--- src/rtl/fifo_serial_port.sv ---
module fifo_serial_port #(
  parameter int DEPTH   = 16,
  parameter int RX_TRIG = 4
)(
  input  logic        clk,
  input  logic        rst_n,
  input  logic        wr_en,
  input  logic        rd_en,
  input  logic [5:0]  addr,
  input  logic [15:0] wdata,
  output logic [15:0] rdata,
  input  logic        rx_in,
  output logic        tx_out,
  output logic        irq
);
  localparam int AW = $clog2(DEPTH);
  localparam int CW = AW + 1;
  localparam logic [5:0] A_MODE = 6'h00, A_DIV = 6'h04, A_CTRL = 6'h08, A_TXD = 6'h0C,
                         A_STAT = 6'h10, A_RXD = 6'h14, A_FCR = 6'h18, A_CNT = 6'h1C,
                         A_LINE = 6'h24;
  typedef enum logic [1:0] {R_IDLE, R_ACT, R_WAIT} rx_state_t;

  logic [15:0] mode_q, ctrl_q, fcr_q;
  logic [7:0]  div_q;
  logic tx_en, rx_en, tx_clr, rx_clr;
  assign tx_en  = ctrl_q[5];
  assign rx_en  = ctrl_q[4];
  assign tx_clr = fcr_q[2];
  assign rx_clr = fcr_q[1];

  always_ff @(posedge clk) begin
    if (!rst_n) begin
      mode_q <= '0; ctrl_q <= '0; fcr_q <= '0; div_q <= '0;
    end else if (wr_en) begin
      case (addr)
        A_MODE: mode_q <= wdata;
        A_DIV:  div_q  <= wdata[7:0];
        A_CTRL: ctrl_q <= wdata;
        A_FCR:  fcr_q  <= wdata;
        default: ;
      endcase
    end
  end

  // transmit queue and shifter
  logic [7:0]    tx_mem [DEPTH];
  logic [AW-1:0] tx_wp, tx_rp;
  logic [CW-1:0] tx_cnt;
  logic          tx_busy, tx_push, tx_pop, tx_bit_end, tx_frame_end;
  logic [9:0]    tx_sh;
  logic [12:0]   tx_tclk;
  logic [3:0]    tx_bit;

  assign tx_push      = wr_en && addr == A_TXD && tx_cnt != CW'(DEPTH) && !tx_clr;
  assign tx_pop       = !tx_busy && tx_en && tx_cnt != '0 && !tx_clr;
  assign tx_bit_end   = tx_busy && tx_tclk == {div_q, 5'h1f};
  assign tx_frame_end = tx_bit_end && tx_bit == 4'd9;
  assign tx_out       = tx_busy ? tx_sh[0] : 1'b1;

  always_ff @(posedge clk) if (tx_push) tx_mem[tx_wp] <= wdata[7:0];

  always_ff @(posedge clk) begin
    if (!rst_n || tx_clr) begin
      tx_wp <= '0; tx_rp <= '0; tx_cnt <= '0;
    end else begin
      if (tx_push) tx_wp <= tx_wp + 1'b1;
      if (tx_pop)  tx_rp <= tx_rp + 1'b1;
      if (tx_push && !tx_pop)      tx_cnt <= tx_cnt + 1'b1;
      else if (tx_pop && !tx_push) tx_cnt <= tx_cnt - 1'b1;
    end
  end

  always_ff @(posedge clk) begin
    if (!rst_n) begin
      tx_busy <= 1'b0; tx_sh <= '1; tx_tclk <= '0; tx_bit <= '0;
    end else if (tx_pop) begin
      tx_busy <= 1'b1; tx_sh <= {1'b1, tx_mem[tx_rp], 1'b0}; tx_tclk <= '0; tx_bit <= '0;
    end else if (tx_busy) begin
      if (tx_bit_end) begin
        tx_tclk <= '0;
        tx_sh   <= {1'b1, tx_sh[9:1]};
        tx_bit  <= tx_bit + 1'b1;
        if (tx_bit == 4'd9) tx_busy <= 1'b0;
      end else tx_tclk <= tx_tclk + 1'b1;
    end
  end

  // receive oversampling (16 ticks per bit, tick every 2*(N+1) clocks)
  logic [8:0] pre;
  logic       tick;
  assign tick = pre == {div_q, 1'b1};
  always_ff @(posedge clk) pre <= (!rst_n || tick) ? '0 : pre + 1'b1;

  logic       rx_s1, rx_s2;
  rx_state_t  rx_st;
  logic [3:0] rx_sub, rx_bit;
  logic [7:0] rx_sh;
  always_ff @(posedge clk) begin
    if (!rst_n) begin rx_s1 <= 1'b1; rx_s2 <= 1'b1; end
    else begin rx_s1 <= rx_in; rx_s2 <= rx_s1; end
  end

  always_ff @(posedge clk) begin
    if (!rst_n || !rx_en) begin
      rx_st <= R_IDLE; rx_sub <= '0; rx_bit <= '0; rx_sh <= '0;
    end else begin
      case (rx_st)
        R_IDLE: if (tick && !rx_s2) begin rx_st <= R_ACT; rx_sub <= '0; rx_bit <= '0; end
        R_ACT: if (tick) begin
          rx_sub <= rx_sub + 1'b1;
          if (rx_sub == 4'd7) begin
            if (rx_bit == 4'd0) begin
              if (rx_s2) rx_st <= R_IDLE;
              else       rx_bit <= 4'd1;
            end else if (rx_bit == 4'd9) begin
              rx_st <= rx_s2 ? R_IDLE : R_WAIT;
            end else begin
              rx_sh  <= {rx_s2, rx_sh[7:1]};
              rx_bit <= rx_bit + 1'b1;
            end
          end
        end
        default: if (rx_s2) rx_st <= R_IDLE;
      endcase
    end
  end

  logic rx_done, rx_fe, rx_brk, rx_keep, rx_push, rx_ovr, rx_pop, rx_hi;
  logic [7:0]    rx_mem [DEPTH];
  logic [AW-1:0] rx_wp, rx_rp;
  logic [CW-1:0] rx_cnt;
  logic [7:0]    rx_last;
  assign rx_done = rx_st == R_ACT && tick && rx_sub == 4'd7 && rx_bit == 4'd9;
  assign rx_fe   = rx_done && !rx_s2;
  assign rx_brk  = rx_fe && rx_sh == 8'h00;
  assign rx_keep = rx_done && !rx_brk && !rx_clr;
  assign rx_push = rx_keep && rx_cnt != CW'(DEPTH);
  assign rx_ovr  = rx_keep && rx_cnt == CW'(DEPTH);
  assign rx_pop  = rd_en && addr == A_RXD && rx_cnt != '0 && !rx_clr;
  assign rx_hi   = rx_cnt >= CW'(RX_TRIG - 1);

  always_ff @(posedge clk) if (rx_push) rx_mem[rx_wp] <= rx_sh;

  always_ff @(posedge clk) begin
    if (!rst_n) rx_last <= '0;
    else if (rx_pop) rx_last <= rx_mem[rx_rp];
  end

  always_ff @(posedge clk) begin
    if (!rst_n || rx_clr) begin
      rx_wp <= '0; rx_rp <= '0; rx_cnt <= '0;
    end else begin
      if (rx_push) rx_wp <= rx_wp + 1'b1;
      if (rx_pop)  rx_rp <= rx_rp + 1'b1;
      if (rx_push && !rx_pop)      rx_cnt <= rx_cnt + 1'b1;
      else if (rx_pop && !rx_push) rx_cnt <= rx_cnt - 1'b1;
    end
  end

  // flags: cleared by writing 0 after reading 1
  logic [7:0] st_q, st_arm, st_set, st_clr;
  logic       ln_q, ln_arm, wr_st, rd_st, wr_ln, rd_ln;
  assign wr_st  = wr_en && addr == A_STAT;
  assign rd_st  = rd_en && addr == A_STAT;
  assign wr_ln  = wr_en && addr == A_LINE;
  assign rd_ln  = rd_en && addr == A_LINE;
  assign st_set = {rx_fe, tx_frame_end && tx_cnt == '0 && !tx_push, 1'b0, rx_brk, rx_fe,
                   1'b0, rx_push && rx_hi, rx_push && !rx_hi};
  assign st_clr = (wr_st ? (st_arm & ~wdata[7:0]) : 8'h00) | {1'b0, tx_push, 6'h00};

  always_ff @(posedge clk) begin
    if (!rst_n) begin
      st_q <= 8'h40; st_arm <= '0; ln_q <= 1'b0; ln_arm <= 1'b0;
    end else begin
      st_q   <= (st_q & ~st_clr) | st_set;
      st_arm <= wr_st ? 8'h00 : (rd_st ? (st_arm | st_q) : st_arm);
      ln_q   <= (ln_q & ~(wr_ln && ln_arm && !wdata[0])) | rx_ovr;
      ln_arm <= wr_ln ? 1'b0 : (rd_ln ? (ln_arm | ln_q) : ln_arm);
    end
  end

  assign irq = |{st_q[7], st_q[4], st_q[3], st_q[1], st_q[0], ln_q};

  always_comb begin
    case (addr)
      A_MODE: rdata = mode_q;
      A_DIV:  rdata = {8'h00, div_q};
      A_CTRL: rdata = ctrl_q;
      A_STAT: rdata = {8'h00, st_q};
      A_RXD:  rdata = {8'h00, (rx_cnt != '0) ? rx_mem[rx_rp] : rx_last};
      A_FCR:  rdata = fcr_q;
      A_CNT:  rdata = {3'b000, 5'(tx_cnt), 3'b000, 5'(rx_cnt)};
      A_LINE: rdata = {15'h0000, ln_q};
      default: rdata = 16'h0000;
    endcase
  end


  start_low_chk: assert property (@(posedge clk) disable iff (!rst_n) tx_pop |=> !tx_out);

  tx_cap_chk: assert property (@(posedge clk) disable iff (!rst_n) tx_cnt <= CW'(DEPTH));

  tend_drop_chk: assert property (@(posedge clk) disable iff (!rst_n) tx_push |=> !st_q[6]);

  empty_read_chk: assert property (@(posedge clk) disable iff (!rst_n)
    (rd_en && addr == A_RXD && rx_cnt == '0 && !rx_push) |=> rx_cnt == '0);

  ovr_full_chk: assert property (@(posedge clk) disable iff (!rst_n)
    $rose(ln_q) |-> $past(rx_cnt) == CW'(DEPTH));

  rx_flush_chk: assert property (@(posedge clk) disable iff (!rst_n) rx_clr |=> rx_cnt == '0);
endmodule

--- config.mk ---
export PLATFORM = sky130hd
export DESIGN_NAME = fifo_serial_port
export DESIGN_NICKNAME = d
export VERILOG_FILES = /design/src/rtl/fifo_serial_port.sv
export SDC_FILE = /design/constraint.sdc
export NUM_CORES = 1
export LEC_CHECK = 0
export BUFFER_PORTS_ARGS = -buffer_cell sky130_fd_sc_hd__clkbuf_2
export CELL_PAD_IN_SITES_DETAIL_PLACEMENT = 0
export CELL_PAD_IN_SITES_GLOBAL_PLACEMENT = 1
export CORE_ASPECT_RATIO = 0.7
export CORE_MARGIN = 2
export CORE_UTILIZATION = 50
export CTS_BUF_LIST = sky130_fd_sc_hd__clkbuf_8
export CTS_CLUSTER_SIZE = 16
export DETAILED_ROUTE_END_ITERATION = 12
export PLACE_DENSITY = 0.82
export SYNTH_ARGS = -nofsm -noshare
export SYNTH_HDL_FRONTEND = slang
export SYNTH_SLANG_ARGS = --single-unit
--- constraint.sdc ---
create_clock -name clk -period 4.55 [get_ports clk]
set_input_delay 0.455 -clock clk [delete_from_list [all_inputs] [get_ports clk]]
set_output_delay 0.455 -clock clk [all_outputs]
set_load 0.05 [all_outputs]
# ---- Word level (Yosys, flattened, before mapping)
# Memories as Yosys holds them, arrays and structs flattened. A register that Yosys moved wholly into a read port is not among the register bits.
# Cells that the tools add are included.
dict set report totals {
  register_bits 164
  ram_bits 256
  input_bits 27
  output_inout_bits 18
  word_cells 198
  n_memories 2
}
dict set report classes {
  addsub 13
  magnitude_cmp 1
  n_eq_ne 23
  mux 41
  n_bitwise 14
  n_reduce_logical 78
}
# memory depth width rd rd_ports_with_merged_regs wr line
set memory_table {}
lappend memory_table {rx_mem 16 8 1 1 1 129} ;# logic [7:0] rx_mem [DEPTH];
lappend memory_table {tx_mem 16 8 1 1 1 46} ;# logic [7:0] tx_mem [DEPTH];
# op n
set ops {}
lappend ops {{16-bit case mux with 8 select lines} 1}
lappend ops {{4-bit 2-to-1 mux} 11}
lappend ops {{1-bit logical AND} 35}
lappend ops {{4-bit by 1-bit adder with 4-bit output, second input constant} 7}
lappend ops {{9-bit 2-to-1 mux} 3}
lappend ops {{6-bit by 5-bit equality test with 1-bit output, second input constant} 4}
lappend ops {{5-bit 2-to-1 mux} 4}
lappend ops {{8-bit AND} 2}
lappend ops {{8-bit 2-to-1 mux} 2}
lappend ops {{8-bit NOT} 2}
lappend ops {{8-bit bitwise OR} 2}
lappend ops {{4-bit case mux with 2 select lines} 2}
lappend ops {{2-bit 2-to-1 mux} 7}
lappend ops {{13-bit by 1-bit adder with 13-bit output, second input constant} 1}
lappend ops {{13-bit equality test} 1}
lappend ops {{1-bit logical NOT} 13}
lappend ops {{13-bit 2-to-1 mux} 1}
lappend ops {{6-bit by 4-bit equality test with 1-bit output, second input constant} 2}
lappend ops {{2-bit AND reduction} 6}
lappend ops {{5-bit by 1-bit adder with 5-bit output, second input constant} 2}
lappend ops {{5-bit != test, second input constant} 2}
lappend ops {{2-bit nonzero test} 5}
lappend ops {{5-bit nonzero test} 2}
lappend ops {{5-bit by 1-bit subtractor with 5-bit output, second input constant} 2}
lappend ops {{30 further kinds} 51}

# ---- Longest topological paths before layout
# Gate-level depths: netlist of the first run.
dict set report logic_depth {
  depth_word 14
  depth_mapped 14
}

# ---- Worst setup path before layout of the first run
# No wires, ideal clock.
dict set report synth_path {
  kind {input -> register}
  startpoint {input addr[4]}
  endpoint {register tx_cnt[4]}
  setup_time_ns 0.070
  arrival_time_ns 3.134
  slack_ns 1.346
  path_stages 12
  path_buffers 2
  path_cell_list {buf_2 -> or4_1 -> buf_2 -> a2111oi_4 -> ha_1 -> inv_1 -> fa_1 -> a21o_1 -> a21oi_1 -> xnor2_1 -> or3_1 -> a21oi_1}
}
dict set report synth_via {
  elab_chain_cells 7
  elab_cells_between_ends 9
  classes_between {eq/ne (1); mux (1); reduce/logical (7)}
}
# item line
set synth_rtl {}
lappend synth_rtl {{start: declaration} 9} ;# input logic [5:0] addr,
lappend synth_rtl {{6-bit by 4-bit equality test with 1-bit output (*)} 54} ;# assign tx_push = wr_en && addr == A_TXD && tx_cnt != CW'(DEPTH) && !tx_clr;
lappend synth_rtl {{1-bit logical AND (*) (3 in a row)} 54}
lappend synth_rtl {{net tx_push} 49} ;# logic tx_busy, tx_push, tx_pop, tx_bit_end, tx_frame_end;
lappend synth_rtl {{1-bit logical NOT} 69} ;# else if (tx_pop && !tx_push) tx_cnt <= tx_cnt - 1'b1;
lappend synth_rtl {{1-bit logical AND} 69}
lappend synth_rtl {{2-bit nonzero test (no line)} -}
lappend synth_rtl {{end signal: assignment} 68} ;# if (tx_push && !tx_pop) tx_cnt <= tx_cnt + 1'b1;
lappend synth_rtl {{end signal: assignment} 69}
lappend synth_rtl {{end: declaration} 48} ;# logic [CW-1:0] tx_cnt;
# Mark *: on every way through the listed nets, which the timed path passes. The rest lies on a longest branch.
# A chain may end at the register's enable or synchronous reset.

==> run_results.csv, run 1 <==
group,metric,value,unit
setup_path,crit_family,"flip-flops",
die,die_area,37700,um^2
power_and_ir_drop,p_leak,6.45,nW
place,dp_cells,1857,
setup_path,arrival,3.35,ns
place,post-dp-hpwl,27400,um
synthesis,seq_area_frac_synth,61.6,%
synthesis,synthMuxAreaShare,11.3,%
timing,tightestPinTransition,0.936,ns
synthesis,synth_flop_cell,"edfxtp_1",
timing,skew,0.0284,ns
power_and_ir_drop,seqPwrFrac,54.9,%
timing,min_period,3.80,ns
min_path,min_from,"wdata[14]",
place,io_buffers,44,
synthesis,post_synth_num_cell_types,68,
timing,slew_violations,0,
synthesis,ys_ff_latch,428,
synthesis,syn_avg_cell_area,13.1,um^2
detailed_routing,vias,11400,
global_route,grt_max_degree,40,
detailed_routing,wl_per_cell,20.9,um
power_and_ir_drop,clkPwrFrac,43.3,%
detailed_routing,drtAntennaViolNets,0,
setup_path,r2r_start,"rx_sh[1]",
layout,final_nets,1502,
place,gp_congestion,0.822,
die,core,35800,um^2
layout,mostFrequentLayoutCell,"edfxtp_1",
layout,layout-drive-gt1-share,17.8,%
timing,rsz0062_at_grt,"false",
setup_path,criticalPathCategory,"reg -> out",
die,initial_core_util,50.5,%
clocking,clockBufferDepth,3,
timing,fmax,0.263,GHz
synthesis,synthAdderAreaFrac,2.02,%
global_route,antenna_found_initial,0,
timing,hold_viol,0,
setup_path,critPathLaunchType,"flip-flop",
synthesis,netlist_area,18100,um^2
synthesis,yosys_warnings,0,
clocking,clk_latency,0.62,ns
synthesis,syn_nets,1432,
layout,fin_cells,1980,
clocking,clockRootBuffer,"clkbuf_8",
layout,syn2layout_area_growth,11.6,%
power_and_ir_drop,p_int,5.82,mW
timing,slew_headroom,37.5,%
clocking,post_cts_resized,0,
detailed_routing,firstDrtPassIters,5,
synthesis,synth_xor_area_share,2.57,%
global_route,grt_util_all_layers,22.6,%
synthesis,synthCells,1377,
clocking,cts_max_level,3,
die,design.portCount,45,
timing,timing.hold.ws,0.0976,ns
die,die_x,231,um
setup_path,crit_buf_inv,2,
detailed_routing,route.detailed.drc,0,
timing,layout_setup_ws,0.748,ns
place,dp_slack,1.04,ns
synthesis,synthSimpleGateAreaFrac,12.1,%
clocking,postCtsSetupRepairBufs,0,
power_and_ir_drop,sw_frac_of_total,22.0,%
power_and_ir_drop,power_density,370,nW/um^2
min_path,worstHoldPathType,"in -> reg",
synthesis,synth-compound-area-share,8.34,%
place,placed_cell_area,18800,um^2
power_and_ir_drop,total_power,7.46,mW
setup_path,worst_setup_path_end_kind,"output pin",
setup_path,crit_chain,"buf_4, mux4_2, a22o_1, nor2_1, o21ai_0, clkbuf_2",
clocking,clk_pin_slew,0.06,ns
setup_path,cp_max_fo,19,
synthesis,synth_edf_count,256,
layout,utilization,56.3,%
global_route,first_global_vias,10900,
layout,diodes,0,
clocking,cts_tree,"built",
detailed_routing,drtIter0Drc,1014,
power_and_ir_drop,p_sw,1.64,mW
power_and_ir_drop,vdd_drop_max,191,uV
synthesis,synth-async-reset-ratio,0,%
power_and_ir_drop,p_comb_share,1.8,%
detailed_routing,vias_per_cell,5.74,
global_route,grt_pass1_wl,64400,um
setup_path,critical_path.slowest_cell,"dfxtp_2",
timing,timing.final.crit_share,83.6,%
clocking,cts_buffers,67,
run,drv_cap,0,
clocking,cts_sinks,428,
layout,final_cell_mix,"edfxtp_1 (256), nand2_1 (169), dfxtp_1 (168)",
die,fp.dieH,163,um
timing,tns,0,ns
setup_path,required,4.09,ns
detailed_routing,drt_wl_total,41400,um
global_route,overflow,0,
die,row_count,58,
run_status,status,"finished clean",
timing,final-setup-viol-count,0,
layout,fin_area,20100,um^2
synthesis,synth_top_family_by_area,"simple AND/OR/NAND/NOR gates",
setup_path,slowest_delay,0.77,ns
worst reg2reg max path, stage by stage, from the launching register on:
cell     delay [ns]
dfxtp_1        0.82
nor3_1         0.12
nand3_1        0.14
and4_1         0.28
and3_1         0.40
ha_1           0.25
inv_1          0.11
fa_1           0.42
a21o_1         0.17
a21oi_1        0.16
xnor2_1        0.10
or3_1          0.32
a21oi_1        0.14
power by group through the flow:
stage	clock network (mW)	registers, mW	logic, mW
2_1_floorplan	0	4.17	0.0695
3_3_place_gp	0	4.17	0.131
3_5_place_dp	0	4.18	0.133
4_1_cts	3.31	4.09	0.134
5_1_grt	3.48	4.09	0.147
6_report	3.23	4.09	0.136
registers in the layout (all words and copies together) (netlist names), 9 cells and up, named ones only:
| name | cells |
|---|---|
| tx_sh | 9 |
| tx_tclk | 13 |
| rx_mem | 128 |
| tx_mem | 128 |
| mode_q | 16 |
| pre | 9 |
| fcr_q | 16 |
| ctrl_q | 16 |
final timing paths:
path / to / slack [ns] / cells past startpoint
max: rdata[5] / 0.75 / 6
min: fcr_q[14] / 0.1 / 3
max reg2reg: rx_cnt[4] / 1.07 / 12
min reg2reg: rx_s2 / 0.40 / 1
synthesized netlist by cell type, drive strengths merged (3+ instances only):
library cell,n,area [um^2]
edfxtp,256,7690
dfxtp,172,3440
nand2,170,641
nor2,109,412
mux4,64,1440
a21boi,52,390
mux2i,48,480
clkbuf,42,159
xnor2,35,307
a21oi,34,170
o21ai,30,150
buf,28,130
a22oi,27,203
ha,26,325
inv,21,78.8
nor3,21,125
nand4,20,125
nand2b,19,119
nand3,18,90.1
xor2,18,158
a22o,17,149
nor2b,17,106
and3,13,81.3
mux2,11,124
nor4,9,68.8
o22ai,8,50.1
and2,7,43.8
and4,7,61.3
a221oi,6,52.6
nor3b,6,45.0
and4b,5,50.1
nand3b,5,37.5
or3,5,31.3
a21o,4,30.0
o31ai,4,30.0
a2111oi,3,82.6
and4bb,3,37.5
or3b,3,26.3
or4,3,22.5
repair_timing:
action / in CTS / in global routing
hold buffers: 1 / 0
endpoints found under the hold margin: 1 / 0
setup endpoints to repair: 0 / 0
layout make-up:
type / count / area, um^2
sequential: 428 / 11100
multi-input combinational: 858 / 6570
tap: 480 / 601
clock inverter: 48 / 323
clock buffer: 74 / 1020
fill: 2902 / 15600
timing repair buffer: 71 / 425
inverter: 21 / 78.8
routing by layer:
layer	global-route usage, %	routed length (um)	up-vias
li1	-	-	5295
met1	34.9	20300	5673
met2	32.6	18100	343
met3	4.31	2440	49
met4	5.95	569	0
met5	0	0	-
cells by family (layout without fill, tap and decap cells):
group / Yosys count / after routing
buf+inv: 91 / 214
xor+xnor: 53 / 53
flops: 428 / 428
mux: 123 / 123
compound gates: 208 / 208
simple gates: 446 / 446
fa+ha+maj: 28 / 28
(Power assumes the default switching activity.)
==> run 2, diff against run 1 <==
ABC_AREA = 1   (was not set)
CORE_UTILIZATION = 46   (was 50)
PLACE_DENSITY = 0.83   (was 0.82)
clock period = 3.45 ns   (was 4.55 ns; I/O delays follow)
==> run 2 against run 1 <==
Net effect: setup slack lost 0.53 ns; synthesized cell count grew 36%; clock power rose by 25%; hold slack got worse by 0.019 ns; sequential share of layout area is 1.2 points lower; routed wire length increased by 20%; design area up 2.3%; count of clock-buffer cells in the layout shrank 3.
==> run_results.csv, run 2 <==
group,metric,value,unit
layout,layout-drive-gt1-share,12.5,%
clocking,cts_sinks,428,
timing,rsz0062_at_grt,"false",
timing,tightestPinTransition,1.04,ns
synthesis,synth_flop_cell,"edfxtp_1",
setup_path,worst_path_most_repeated_cell,"o211ai_1",
min_path,worstHoldPathType,"in -> reg",
min_path,min_from,"rd_en",
power_and_ir_drop,vdd_drop_max,414,uV
run_status,status,"finished clean",
die,die_area,41100,um^2
layout,mostFrequentLayoutCell,"nor2_1",
power_and_ir_drop,p_leak,7.29,nW
place,gp_congestion,0.916,
clocking,clk_pin_slew,0.06,ns
layout,final_cell_mix,"nor2_1 (355), edfxtp_1 (256), o21ai_0 (236)",
die,design.portCount,45,
layout,diodes,0,
global_route,grt_max_degree,66,
die,fp.dieH,170,um
place,io_buffers,44,
die,initial_core_util,47.0,%
global_route,overflow,0,
setup_path,critPathLaunchType,"flip-flop",
global_route,grt_pass1_wl,76600,um
clocking,clk_latency,0.63,ns
timing,slew_violations,0,
global_route,antenna_found_initial,2,
setup_path,critical_path.slowest_cell,"o221ai_1",
setup_path,criticalPathCategory,"reg -> out",
detailed_routing,vias,14100,
detailed_routing,firstDrtPassIters,5,
timing,final-setup-viol-count,0,
synthesis,synth-async-reset-ratio,0,%
clocking,clockRootBuffer,"clkbuf_8",
detailed_routing,wl_per_cell,19.3,um
synthesis,ys_top_cells_by_area,"edfxtp_1 (42%), dfxtp_1 (19%), nor2_1 (7.3%), o21ai_0 (6.6%), nand2_1 (4.1%)",
timing,layout_setup_ws,0.217,ns
detailed_routing,drtAntennaViolNets,0,
synthesis,yosys_warnings,0,
setup_path,r2r_start,"div_q[3]",
run,drv_cap,0,
clocking,cts_buffers,67,
setup_path,slowest_delay,0.48,ns
die,core,38700,um^2
place,post-dp-hpwl,32800,um
timing,timing.final.crit_share,93.7,%
layout,final_nets,2044,
synthesis,synth_edf_count,256,
synthesis,netlist_area,18200,um^2
global_route,grt_util_all_layers,24.1,%
detailed_routing,route.detailed.drc,0,
synthesis,syn_nets,1927,
global_route,first_global_vias,13400,
power_and_ir_drop,total_power,9.64,mW
timing,min_period,3.23,ns
synthesis,synth_top_area_share,42.3,%
setup_path,worst_setup_path_end_kind,"output pin",
clocking,clockBufferDepth,3,
detailed_routing,drtIter0Drc,1636,
setup_path,cp_max_fo,46,
timing,tns,0,ns
synthesis,ys_ff_latch,428,
layout,largestRegisters,"rx_mem (128), tx_mem (128)",
setup_path,required,3.11,ns
synthesis,synth_common_cells,"nor2_1 (355), edfxtp_1 (256), o21ai_0 (238), nand2_1 (197), dfxtp_1 (172)",
timing,skew,0.0339,ns
detailed_routing,drt_wl_total,49500,um
layout,syn2layout_area_growth,13.5,%
synthesis,synth_top_area_cell,"edfxtp_1",
die,row_count,60,
clocking,cts_tree,"built",
synthesis,seq_area_frac_synth,61.3,%
synthesis,synthCells,1872,
timing,fmax,0.309,GHz
synthesis,syn_avg_cell_area,9.70,um^2
synthesis,post_synth_num_cell_types,48,
place,dp_slack,0.251,ns
die,die_x,242,um
detailed_routing,vias_per_cell,5.51,
timing,hold_viol,0,
clocking,cts_max_level,3,
setup_path,arrival,2.89,ns
power_and_ir_drop,power_density,467,nW/um^2
timing,slew_headroom,30.4,%
synthesis,synth.most_common_cell,"nor2_1",
setup_path,crit_chain,"buf_12, o21ai_0, o221ai_1, o211ai_1, nand2_1, o21ai_1, o211ai_1, clkbuf_2",
run 2: layout make-up:
type / instances / area (um^2)
Fill cell: 3446 / 18000
Tap cell: 527 / 659
Inverter: 166 / 626
Timing Repair Buffer: 121 / 833
Clock buffer: 71 / 977
Sequential cell: 428 / 11100
Multi-Input combinational cell: 1205 / 6130
Clock inverter: 49 / 251
run 2: cell families (layout without fill, tap and decap cells):
group                    after synthesis  in the layout  share of synthesized area, %
AO/OA/AOI/OAI                        464            464                          14.6
XOR/XNOR                              12             12                         0.579
adder cells (fa/ha/maj)               28             28                          2.01
buffers and inverters                239            407                          5.04
flip-flops                           428            428                          61.3
multiplexers                           5              5                         0.276
AND/OR/NAND/NOR                      696            696                          16.2
run 2: path summary, 6_finish.rpt:
| path | cells after the start | slack, ns | endpoint |
|---|---|---|---|
| worst max register to register | 21 | 0.31 | rx_cnt[4] |
| worst min-delay path | 3 | 0.08 | st_arm[0] |
| worst min register to register | 1 | 0.45 | rx_s2 |
| worst max-delay path | 8 | 0.22 | rdata[1] |
run 2: power breakdown:
group          internal, mW  switching [mW]  leakage [nW]
combinational        0.0564           0.155          3.15
clock                  2.00            2.03         0.722
sequential             5.39         0.00956          3.42
run 2: per-stage QoR:
step | utilization (%) | hold WS (ns) | area (um^2) | cells
floorplan | - | 0.393 | 18200 | 1872
detailed placement | 49.8 | 0.439 | 19300 | 2437
global route | 53.3 | 0.103 | 20600 | 2567
finish | 53.3 | 0.0790 | 20600 | 2567
CTS | 53.3 | 0.0434 | 20600 | 2566
global placement | 49.8 | 0.433 | 19300 | 2437
run 2: worst max-delay path: cells and delay by family, from the launching register on:
family,cells,cell delay (ns)
flops,1,0.47
compound gates,5,1.05
buf+inv,2,0.59
simple gates,1,0.14
run 2: layer usage:
metal	GRT usage (%)	share of wire (%)
met1	36.3	48
met2	35.1	42
met3	5.24	8.6
met4	6.35	1.5
met5	0	0
run 2: timing repair:
action	CTS	global route
hold buffers	9	0
endpoints found under the hold margin	20	0
setup endpoints to repair	0	5
gates resized for setup	0	14
buffers inserted	0	1
